File: config.mk
export PLATFORM = sky130hd
export DESIGN_NAME = cpuif_ack
export DESIGN_NICKNAME = d
export VERILOG_FILES = /design/src/rtl/cpuif_pkg.sv /design/src/rtl/cpuif_select.sv /design/src/rtl/cpuif_active.sv /design/src/rtl/cpuif_ack.sv
export SDC_FILE = /design/constraint.sdc
export NUM_CORES = 1
export LEC_CHECK = 0
export ABC_AREA = 1
export CAP_MARGIN = 25
export CORE_ASPECT_RATIO = 1.1
export CORE_MARGIN = 2
export CORE_UTILIZATION = 39
export CTS_BUF_LIST = sky130_fd_sc_hd__clkbuf_8
export CTS_CLUSTER_DIAMETER = 150
export CTS_CLUSTER_SIZE = 24
export DETAILED_ROUTE_END_ITERATION = 6
export PLACE_DENSITY = 0.65
export SYNTH_ARGS = -nofsm -noshare
export SYNTH_HDL_FRONTEND = slang
export SYNTH_SLANG_ARGS = --single-unit
File: constraint.sdc
create_clock -name clk_i -period 60.3 [get_ports clk_i]
set_input_delay 12.06 -clock clk_i [delete_from_list [all_inputs] [get_ports clk_i]]
set_output_delay 12.06 -clock clk_i [all_outputs]
set_load 0.005 [all_outputs]
File: src/rtl/cpuif_pkg.sv
package cpuif_pkg;
  localparam int ID_W = 10;
  localparam logic [ID_W-1:0] SPURIOUS_ID = 10'd1023;

  typedef enum logic [1:0] {
    REG_CTRL  = 2'd0,
    REG_PMASK = 2'd1,
    REG_ACK   = 2'd2,
    REG_EOI   = 2'd3
  } reg_addr_e;
endpackage

File: src/rtl/cpuif_select.sv
// Finds the masked source with the smallest priority value; lowest index wins ties.
module cpuif_select #(
  parameter int N      = 16,
  parameter int PRIO_W = 8,
  localparam int IDX_W = (N > 1) ? $clog2(N) : 1
) (
  input  logic                clk_i,
  input  logic                rst_ni,
  input  logic [N-1:0]        mask_i,
  input  logic [N*PRIO_W-1:0] prio_i,
  output logic                found_o,
  output logic [IDX_W-1:0]    idx_o,
  output logic [PRIO_W-1:0]   prio_o
);
  always_comb begin
    found_o = 1'b0;
    idx_o   = '0;
    prio_o  = '1;
    for (int i = 0; i < N; i++) begin
      if (mask_i[i] && (!found_o || (prio_i[i*PRIO_W +: PRIO_W] < prio_o))) begin
        found_o = 1'b1;
        idx_o   = IDX_W'(i);
        prio_o  = prio_i[i*PRIO_W +: PRIO_W];
      end
    end
  end


  winner_in_mask_chk: assert property (@(posedge clk_i) disable iff (!rst_ni)
    found_o |-> (mask_i[idx_o] && (prio_i[idx_o*PRIO_W +: PRIO_W] == prio_o)));
endmodule

File: src/rtl/cpuif_active.sv
// Active-state vector: set on acknowledge, cleared by a matching end-of-interrupt.
module cpuif_active #(
  parameter int N    = 16,
  parameter int ID_W = 10,
  localparam int IDX_W = (N > 1) ? $clog2(N) : 1
) (
  input  logic             clk_i,
  input  logic             rst_ni,
  input  logic             set_i,
  input  logic [IDX_W-1:0] set_idx_i,
  input  logic             clr_i,
  input  logic [ID_W-1:0]  clr_id_i,
  output logic [N-1:0]     active_o
);
  logic clr_hit;
  assign clr_hit = clr_i && (clr_id_i < ID_W'(N)) && active_o[clr_id_i[IDX_W-1:0]];

  always_ff @(posedge clk_i) begin
    if (!rst_ni) begin
      active_o <= '0;
    end else begin
      if (set_i)   active_o[set_idx_i] <= 1'b1;
      if (clr_hit) active_o[clr_id_i[IDX_W-1:0]] <= 1'b0;
    end
  end


  one_change_chk: assert property (@(posedge clk_i) disable iff (!rst_ni)
    ($countones(active_o) <= $countones($past(active_o)) + 1) &&
    ($countones(active_o) + 1 >= $countones($past(active_o))));

  eoi_ignore_chk: assert property (@(posedge clk_i) disable iff (!rst_ni)
    (clr_i && !set_i && (clr_id_i >= ID_W'(N))) |=> $stable(active_o));
endmodule

File: src/rtl/cpuif_ack.sv
module cpuif_ack
  import cpuif_pkg::*;
#(
  parameter int NUM_SRC = 16,
  parameter int PRIO_W  = 8,
  parameter int DATA_W  = 16,
  localparam int IDX_W  = (NUM_SRC > 1) ? $clog2(NUM_SRC) : 1
) (
  input  logic                      clk_i,
  input  logic                      rst_ni,
  input  logic [NUM_SRC-1:0]        pend_i,
  input  logic [NUM_SRC*PRIO_W-1:0] prio_i,
  input  logic                      req_valid_i,
  output logic                      req_ready_o,
  input  logic                      req_write_i,
  input  logic [1:0]                req_addr_i,
  input  logic [DATA_W-1:0]         req_wdata_i,
  output logic                      rsp_valid_o,
  input  logic                      rsp_ready_i,
  output logic [DATA_W-1:0]         rsp_data_o,
  output logic                      irq_o,
  output logic                      ack_valid_o,
  output logic [ID_W-1:0]           ack_id_o
);
  logic              en_q;
  logic [PRIO_W-1:0] pmask_q;
  logic [NUM_SRC-1:0] active;
  logic [NUM_SRC-1:0] elig;
  logic              best_found, run_found;
  logic [IDX_W-1:0]  best_idx, run_idx;
  logic [PRIO_W-1:0] best_prio, run_prio;
  logic              signal_ok;
  logic              take, rd_take, wr_take, ack_take;
  logic [DATA_W-1:0] rd_data;
  reg_addr_e         addr;
  logic              unused_bits;

  assign unused_bits = ^{req_wdata_i, run_idx};
  assign addr = reg_addr_e'(req_addr_i);

  for (genvar g = 0; g < NUM_SRC; g++) begin : g_elig
    assign elig[g] = pend_i[g] && !active[g] && (prio_i[g*PRIO_W +: PRIO_W] < pmask_q);
  end

  cpuif_select #(.N(NUM_SRC), .PRIO_W(PRIO_W)) u_pick (
    .clk_i(clk_i), .rst_ni(rst_ni), .mask_i(elig), .prio_i(prio_i),
    .found_o(best_found), .idx_o(best_idx), .prio_o(best_prio));

  cpuif_select #(.N(NUM_SRC), .PRIO_W(PRIO_W)) u_run (
    .clk_i(clk_i), .rst_ni(rst_ni), .mask_i(active), .prio_i(prio_i),
    .found_o(run_found), .idx_o(run_idx), .prio_o(run_prio));

  assign signal_ok = en_q && best_found && (!run_found || (best_prio < run_prio));
  assign irq_o     = signal_ok;

  assign req_ready_o = !rsp_valid_o || rsp_ready_i;
  assign take     = req_valid_i && req_ready_o;
  assign rd_take  = take && !req_write_i;
  assign wr_take  = take && req_write_i;
  assign ack_take = rd_take && (addr == REG_ACK) && signal_ok;

  always_comb begin
    case (addr)
      REG_CTRL:  rd_data = DATA_W'(en_q);
      REG_PMASK: rd_data = DATA_W'(pmask_q);
      REG_ACK:   rd_data = signal_ok ? DATA_W'(best_idx) : DATA_W'(SPURIOUS_ID);
      default:   rd_data = '0;
    endcase
  end

  always_ff @(posedge clk_i) begin
    if (!rst_ni) begin
      en_q        <= 1'b0;
      pmask_q     <= '0;
      rsp_valid_o <= 1'b0;
      rsp_data_o  <= '0;
      ack_valid_o <= 1'b0;
      ack_id_o    <= '0;
    end else begin
      if (wr_take && addr == REG_CTRL)  en_q    <= req_wdata_i[0];
      if (wr_take && addr == REG_PMASK) pmask_q <= req_wdata_i[PRIO_W-1:0];
      if (rd_take) begin
        rsp_valid_o <= 1'b1;
        rsp_data_o  <= rd_data;
      end else if (rsp_ready_i) begin
        rsp_valid_o <= 1'b0;
      end
      ack_valid_o <= ack_take;
      if (ack_take) ack_id_o <= ID_W'(best_idx);
    end
  end

  cpuif_active #(.N(NUM_SRC), .ID_W(ID_W)) u_act (
    .clk_i(clk_i), .rst_ni(rst_ni),
    .set_i(ack_take), .set_idx_i(best_idx),
    .clr_i(wr_take && addr == REG_EOI), .clr_id_i(req_wdata_i[ID_W-1:0]),
    .active_o(active));


  rsp_hold_chk: assert property (@(posedge clk_i) disable iff (!rst_ni)
    (rsp_valid_o && !rsp_ready_i) |=> (rsp_valid_o && $stable(rsp_data_o)));

  ack_marks_active_chk: assert property (@(posedge clk_i) disable iff (!rst_ni)
    ack_valid_o |-> (active[ack_id_o[IDX_W-1:0]] && rsp_valid_o &&
                     (rsp_data_o == DATA_W'(ack_id_o))));

  irq_below_mask_chk: assert property (@(posedge clk_i) disable iff (!rst_ni)
    irq_o |-> (best_prio < pmask_q));

  irq_preempt_chk: assert property (@(posedge clk_i) disable iff (!rst_ni)
    (irq_o && run_found) |-> (best_prio < run_prio));
endmodule

==> impl_metrics.env, run 1 <==
export IMPL_drtIter0Drc=898
export IMPL_cts_tree="yes"
export IMPL_cts_buffers=5
export IMPL_cts_hold_buf=0
export IMPL_layout_commonest_cell="nand2_1"
export IMPL_startpoint_type="input pin"
export IMPL_cts_resized=0
export IMPL_post_drt_wl_per_cell_um=15.8
export IMPL_ys_seq_elements=40
export IMPL_die_h_um=197
export IMPL_period_share=0.820
export IMPL_fin_nets=2776
export IMPL_finClkSkew_ns=0.0113
export IMPL_layout_min_cycle_time_ns=49.43
export IMPL_synth_ff_type="dfxtp_1"
export IMPL_slew_headroom=0.320
export IMPL_ys_types=52
export IMPL_viasPerCell=5.39
export IMPL_die_w_um=179
export IMPL_hpwl_mm=35.7
export IMPL_ant_nets=0
export IMPL_synth_cells=2143
export IMPL_drtPass1Iterations=7
export IMPL_crit_family="compound AO/OA/AOI/OAI gates"
export IMPL_rsz0062_at_grt="false"
export IMPL_r2r_end="ack_id_o[3]$_SDFFE_PN0N_"
export IMPL_drive_above_1_share=0.0585
export IMPL_synth_async_reset_ratio=0
export IMPL_finalSetupViolations=0
export IMPL_cp_required_ns=48.24
export IMPL_setup_worst_path_end="irq_o"
export IMPL_start_util=0.396
export IMPL_cp_arrival_ns=37.37
export IMPL_power_mw=0.208
export IMPL_hold_path_class="reg -> reg"
export IMPL_status="complete, no violations"
export IMPL_cts_sinks=40
export IMPL_grt_pass1_vias=14000
export IMPL_ys_top_cells_by_area="ha_1 (29%), nand2_1 (20%), o21ai_0 (8.5%)"
export IMPL_rows=70
export IMPL_cp_depth=129
export IMPL_yosysTopAreaCell="ha_1"
export IMPL_syn_area_per_cell_um2=6.15
export IMPL_tightest_slew_ns=1.02
export IMPL_multi_input_area_mm2=0.0113
export IMPL_finalSetupTns_ns=0
export IMPL_antenna_found_initial=0
export IMPL_gp_congestion=0.912
export IMPL_grt_remaining_overflow=0
export IMPL_max_stage_delay_ns=0.62
export IMPL_routed_wirelength_mm=43.4
export IMPL_core_mm2=0.0333
export IMPL_io_pins=197
export IMPL_ff2ff_path_depth=130
export IMPL_synthToLayoutAreaGrowth_pct=17.1
export IMPL_vias=14800
export IMPL_critPathMaxFanout=22
export IMPL_cpMostUsedCell="nand2_1"
export IMPL_nFillCells=3549
export IMPL_cts_setup_buffers=0
export IMPL_clk_latency_ns=0.31
export IMPL_rrSetupSlack_ns=35.12
export IMPL_track_usage=0.239
export IMPL_crit_slowest_cell="clkdlybuf4s50_1"
export IMPL_antenna_cells=0
export IMPL_ir_drop_mv=0.00882
export IMPL_portBuffers=178
export IMPL_ys_seq_area_frac=0.0608
export IMPL_crit_type="in -> out"
export IMPL_yosys_warnings=0
export IMPL_p_leak_nw=7.75
export IMPL_pwr_density_cell_mw_per_mm2=13.5
export IMPL_maxCapViolations=0
export IMPL_slew_violations=0
export IMPL_grt_first_pass_wirelength_mm=68.4
export IMPL_critPathLaunch="prio_i[3]"
export IMPL_ctsHtreeMaxLevel=2
export IMPL_rr_startpoint="u_act.active_o[0]$_SDFF_PN0_"
export IMPL_clkTransAtPathRegs_ns=0.08
export IMPL_crit_buf_inv=3
export IMPL_dieArea_mm2=0.0353
export IMPL_clockBufferDepth=2
export IMPL_grt_max_degree=35
export IMPL_hold_violations=0
export IMPL_max_clock_freq_ghz=0.0202
export IMPL_final_cell_mix="nand2_1 (696), ha_1 (303), o21ai_0 (223)"
export IMPL_final_seq_area_um2=801
export IMPL_crit_path_end_kind="output pin"
export IMPL_drc=0
export IMPL_root_buffer="clkbuf_8"
export IMPL_syn_area_mm2=0.0132
export IMPL_synth_edf_count=0
export IMPL_synth_top_area_share=0.288
flip-flops by register name (all words and copies together) (netlist names):
| name | cells |
|---|---|
| u_act.active_o | 16 |
| ack_valid_o | 1 |
| en_q | 1 |
| ack_id_o | 4 |
| rsp_data_o | 9 |
| pmask_q | 8 |
| rsp_valid_o | 1 |
layout make-up:
type / count / share of cell area
multi-input combinational: 1872 / 0.734
clock buffer: 5 / 0.00446
clock inverter: 3 / 0.00308
timing repair buffer: 199 / 0.126
sequential: 40 / 0.0519
inverter: 188 / 0.0461
tap: 432 / 0.0350
cells in the mapped netlist (all sizes together), types with 9 or more instances:
| master | instances |
|---|---|
| nor2 | 155 |
| o21ai | 224 |
| inv | 184 |
| nand3 | 143 |
| buf | 29 |
| clkbuf | 24 |
| nand3b | 10 |
| a211oi | 29 |
| a21oi | 123 |
| a21o | 9 |
| a21boi | 16 |
| o21bai | 19 |
| nand2 | 747 |
| ha | 303 |
| a2111oi | 13 |
| dfxtp | 40 |
| or2 | 13 |
| o211ai | 16 |
metrics by stage:
stage	std cells	worst slack, ns	utilization	hold WS [ns]	instance area, um^2
2_1_floorplan	2154	15.38	-	0.455	13200
3_3_place_gp	2731	11.89	0.460	0.451	15300
3_5_place_dp	2731	11.47	0.460	0.455	15300
4_1_cts	2739	11.37	0.464	0.467	15400
5_1_grt	2739	8.06	0.464	0.493	15400
6_report	2739	10.87	0.464	0.466	15400
per-layer routing:
layer | wire, um | share of wire | vias to the layer above | GRT usage
met5 | 0 | 0 | - | 0
met4 | 1100 | 0.025 | 0 | 0.0654
met3 | 1950 | 0.045 | 83 | 0.0143
met2 | 20700 | 0.48 | 408 | 0.429
met1 | 19600 | 0.45 | 6674 | 0.307
li1 | - | - | 7592 | -
power by group:
part           internal, mW  switching (mW)  total (mW)
Clock                0.0125          0.0106      0.0231
Combinational        0.0600          0.0973       0.157
Sequential           0.0271        0.000344      0.0274
worst register-to-register path: cells and delay by family, from the launching register on:
family,cells,cell delay (ns)
AOI/OAI and AO/OA,48,11.20
adders and majority gates,16,5.01
buffers and inverters,2,0.39
DFF,1,0.48
and+or+nand+nor,64,7.96
worst min path at each step:
stage                             start                       end  slack, ns  depth (start not counted)
4_1_cts        ack_id_o[3]$_SDFFE_PN0N_  ack_id_o[3]$_SDFFE_PN0N_       0.47                          2
5_1_grt        ack_id_o[3]$_SDFFE_PN0N_  ack_id_o[3]$_SDFFE_PN0N_       0.49                          2
2_1_floorplan  ack_id_o[1]$_SDFFE_PN0N_  ack_id_o[1]$_SDFFE_PN0N_       0.46                          2
6_report       ack_id_o[3]$_SDFFE_PN0N_  ack_id_o[3]$_SDFFE_PN0N_       0.47                          2
3_3_place_gp   ack_id_o[1]$_SDFFE_PN0N_  ack_id_o[1]$_SDFFE_PN0N_       0.45                          2
3_5_place_dp   ack_id_o[3]$_SDFFE_PN0N_  ack_id_o[3]$_SDFFE_PN0N_       0.45                          2
cell families after synthesis:
group | after synthesis | synth area share
adder cells (fa/ha/maj) | 303 | 0.288
AO/OA/AOI/OAI | 475 | 0.210
AND/OR/NAND/NOR | 1082 | 0.357
flip-flops | 40 | 0.0608
buffers and inverters | 242 | 0.0835
other | 1 | 0.000285
Power figures use the tool's default switching activity.
==> run 2, diff against run 1 <==
Settings changed: PLACE_DENSITY 0.65 to 0.67.
Clock period 60.3 ns to 45.3 ns, I/O delays scaled along.
==> run 2 against run 1 <==
Compared with the run above:
- register-to-register slack got worse by 14 ns
- cell count stayed put
- sequential power is 33% higher
- global-route usage down 0.38 points
- routed wire length decreased by 1.9%
- core utilization barely moved
- via count grew 0.13%
- count of clock-buffer cells in the layout stayed put
- total power up 30%
==> impl_metrics.env, run 2 (same netlist as run 1, synthesis figures left out) <==
export IMPL_synthToLayoutAreaGrowth_pct=17.0
export IMPL_period_share=0.941
export IMPL_hold_depth=2
export IMPL_drtIter0Drc=874
export IMPL_use_met1=0.305
export IMPL_p_leak_nw=7.74
export IMPL_grt_pass1_vias=13700
export IMPL_hpwl_mm=35.3
export IMPL_crit_type="in -> out"
export IMPL_power_mw=0.270
export IMPL_cts_sinks=40
export IMPL_max_clock_freq_ghz=0.0235
export IMPL_clkTransAtPathRegs_ns=0.09
export IMPL_grt_met2_usage=0.433
export IMPL_portBuffers=178
export IMPL_finalSetupViolations=0
export IMPL_root_buffer="clkbuf_8"
export IMPL_cpMostUsedCell="nand2_1"
export IMPL_die_w_um=179
export IMPL_cts_buffers=5
export IMPL_slew_violations=0
export IMPL_cts_setup_buffers=0
export IMPL_layout_min_cycle_time_ns=42.63
export IMPL_antenna_cells=0
export IMPL_drtPass1Iterations=5
export IMPL_crit_path_end_kind="output pin"
export IMPL_rows=70
export IMPL_post_drt_wl_per_cell_um=15.5
export IMPL_die_h_um=197
export IMPL_antenna_found_initial=0
export IMPL_grt_remaining_overflow=0
export IMPL_drc=0
export IMPL_pwr_density_cell_mw_per_mm2=17.5
export IMPL_rsz0062_at_grt="false"
export IMPL_hold_path_class="reg -> reg"
export IMPL_busiest_layer="met2"
export IMPL_max_stage_delay_ns=0.59
export IMPL_track_usage=0.235
export IMPL_start_util=0.396
export IMPL_cp_required_ns=36.24
export IMPL_whs_ns=0.466
export IMPL_routed_wirelength_mm=42.6
export IMPL_dieArea_mm2=0.0353
export IMPL_fin_cells=2739
export IMPL_ir_drop_mv=0.0129
export IMPL_largest_register_ffs=16
export IMPL_cts_tree="yes"
export IMPL_nFillCells=3542
export IMPL_dp_cells=2731
export IMPL_ant_nets=0
export IMPL_fin_nets=2776
export IMPL_ff2ff_path_depth=129
export IMPL_viasPerCell=5.39
export IMPL_crit_slowest_cell="clkdlybuf4s50_1"
export IMPL_hold_violations=0
export IMPL_grtUsageMet3=0.00752
export IMPL_tightest_slew_ns=1.04
export IMPL_clockBufferDepth=2
export IMPL_clk_latency_ns=0.30
export IMPL_core_mm2=0.0333
export IMPL_startpoint_type="input pin"
export IMPL_drive_above_1_share=0.0590
export IMPL_regMostFlops="u_act.active_o"
export IMPL_layout_commonest_cell="nand2_1"
export IMPL_reg_top3="u_act.active_o: 16 flops, rsp_data_o: 9 flops, pmask_q: 8 flops"
export IMPL_maxCapViolations=0
export IMPL_final_cell_mix="nand2_1 (695), ha_1 (303), o21ai_0 (208)"
export IMPL_finalSetupTns_ns=0
export IMPL_grt_first_pass_wirelength_mm=67.5
export IMPL_status="complete, no violations"
export IMPL_finClkSkew_ns=0.00959
export IMPL_ctsHtreeMaxLevel=2
export IMPL_grt_max_degree=35
export IMPL_io_pins=197
export IMPL_vias=14800
export IMPL_gp_congestion=0.937
export IMPL_critPathMaxFanout=22
export IMPL_cp_arrival_ns=33.57
export IMPL_fin_util=0.463
export IMPL_slew_headroom=0.307
-- run 2: changes by cell type in the layout (fill, tap and decap cells not counted), sizes merged --
cell / previous run / this run
clkinvlp: 0 / 2
bufinv: 1 / 0
clkinv: 6 / 5
-- run 2: worst paths after layout --
path	start	end	slack [ns]
max	prio_i[3]	irq_o	2.67
min	ack_id_o[3]$_SDFFE_PN0N_	ack_id_o[3]$_SDFFE_PN0N_	0.47
max reg2reg	u_act.active_o[0]$_SDFF_PN0_	u_act.active_o[6]$_SDFF_PN0_	20.87
min reg2reg	ack_id_o[3]$_SDFFE_PN0N_	ack_id_o[3]$_SDFFE_PN0N_	0.47
-- run 2: report_power, final --
group          internal (mW)  leakage [nW]  switching (mW)  total [mW]
clock network         0.0109        0.0404          0.0141      0.0251
logic                 0.0799          7.37           0.129       0.209
registers             0.0360         0.324        0.000473      0.0365
total                  0.127          7.74           0.143       0.270
-- run 2: timing repair --
| action | 4_1_cts | 5_1_grt |
|---|---|---|
| endpoints found under the setup margin | 0 | 1 |
| endpoints found under the hold margin | 0 | 0 |
| hold buffers | 0 | 0 |
| resized for setup | 0 | 16 |
-- run 2: layout make-up --
cell class	instances	area (um^2)	area share
tap	432	541	0.0351
clock buffer	5	68.8	0.00446
inverter	188	711	0.0461
clock inverter	3	23.8	0.00154
sequential	40	801	0.0519
timing repair buffer	199	1950	0.126
multi-input combinational	1872	11300	0.735
-- run 2: stage by stage --
step	setup WS, ns	instance area, um^2
2_1_floorplan	6.38	13200
3_3_place_gp	2.98	15300
3_5_place_dp	2.48	15300
4_1_cts	2.40	15400
5_1_grt	0.00727	15400
6_report	2.67	15400
-- run 2: metal layers --
| layer | part of all wire | wire (um) | up-vias |
|---|---|---|---|
| met4 | 0.018 | 758 | 0 |
| met2 | 0.49 | 20900 | 398 |
| met5 | 0 | 0 | - |
| li1 | - | - | 7605 |
| met1 | 0.45 | 19000 | 6717 |
| met3 | 0.044 | 1860 | 56 |
-- run 2: critical path: cells and delay by family --
family | cells | cell delay [ns]
AO/OA/AOI/OAI | 45 | 10.36
AND/OR/NAND/NOR | 64 | 7.98
buffers and inverters | 3 | 1.25
adder cells (fa/ha/maj) | 16 | 4.87
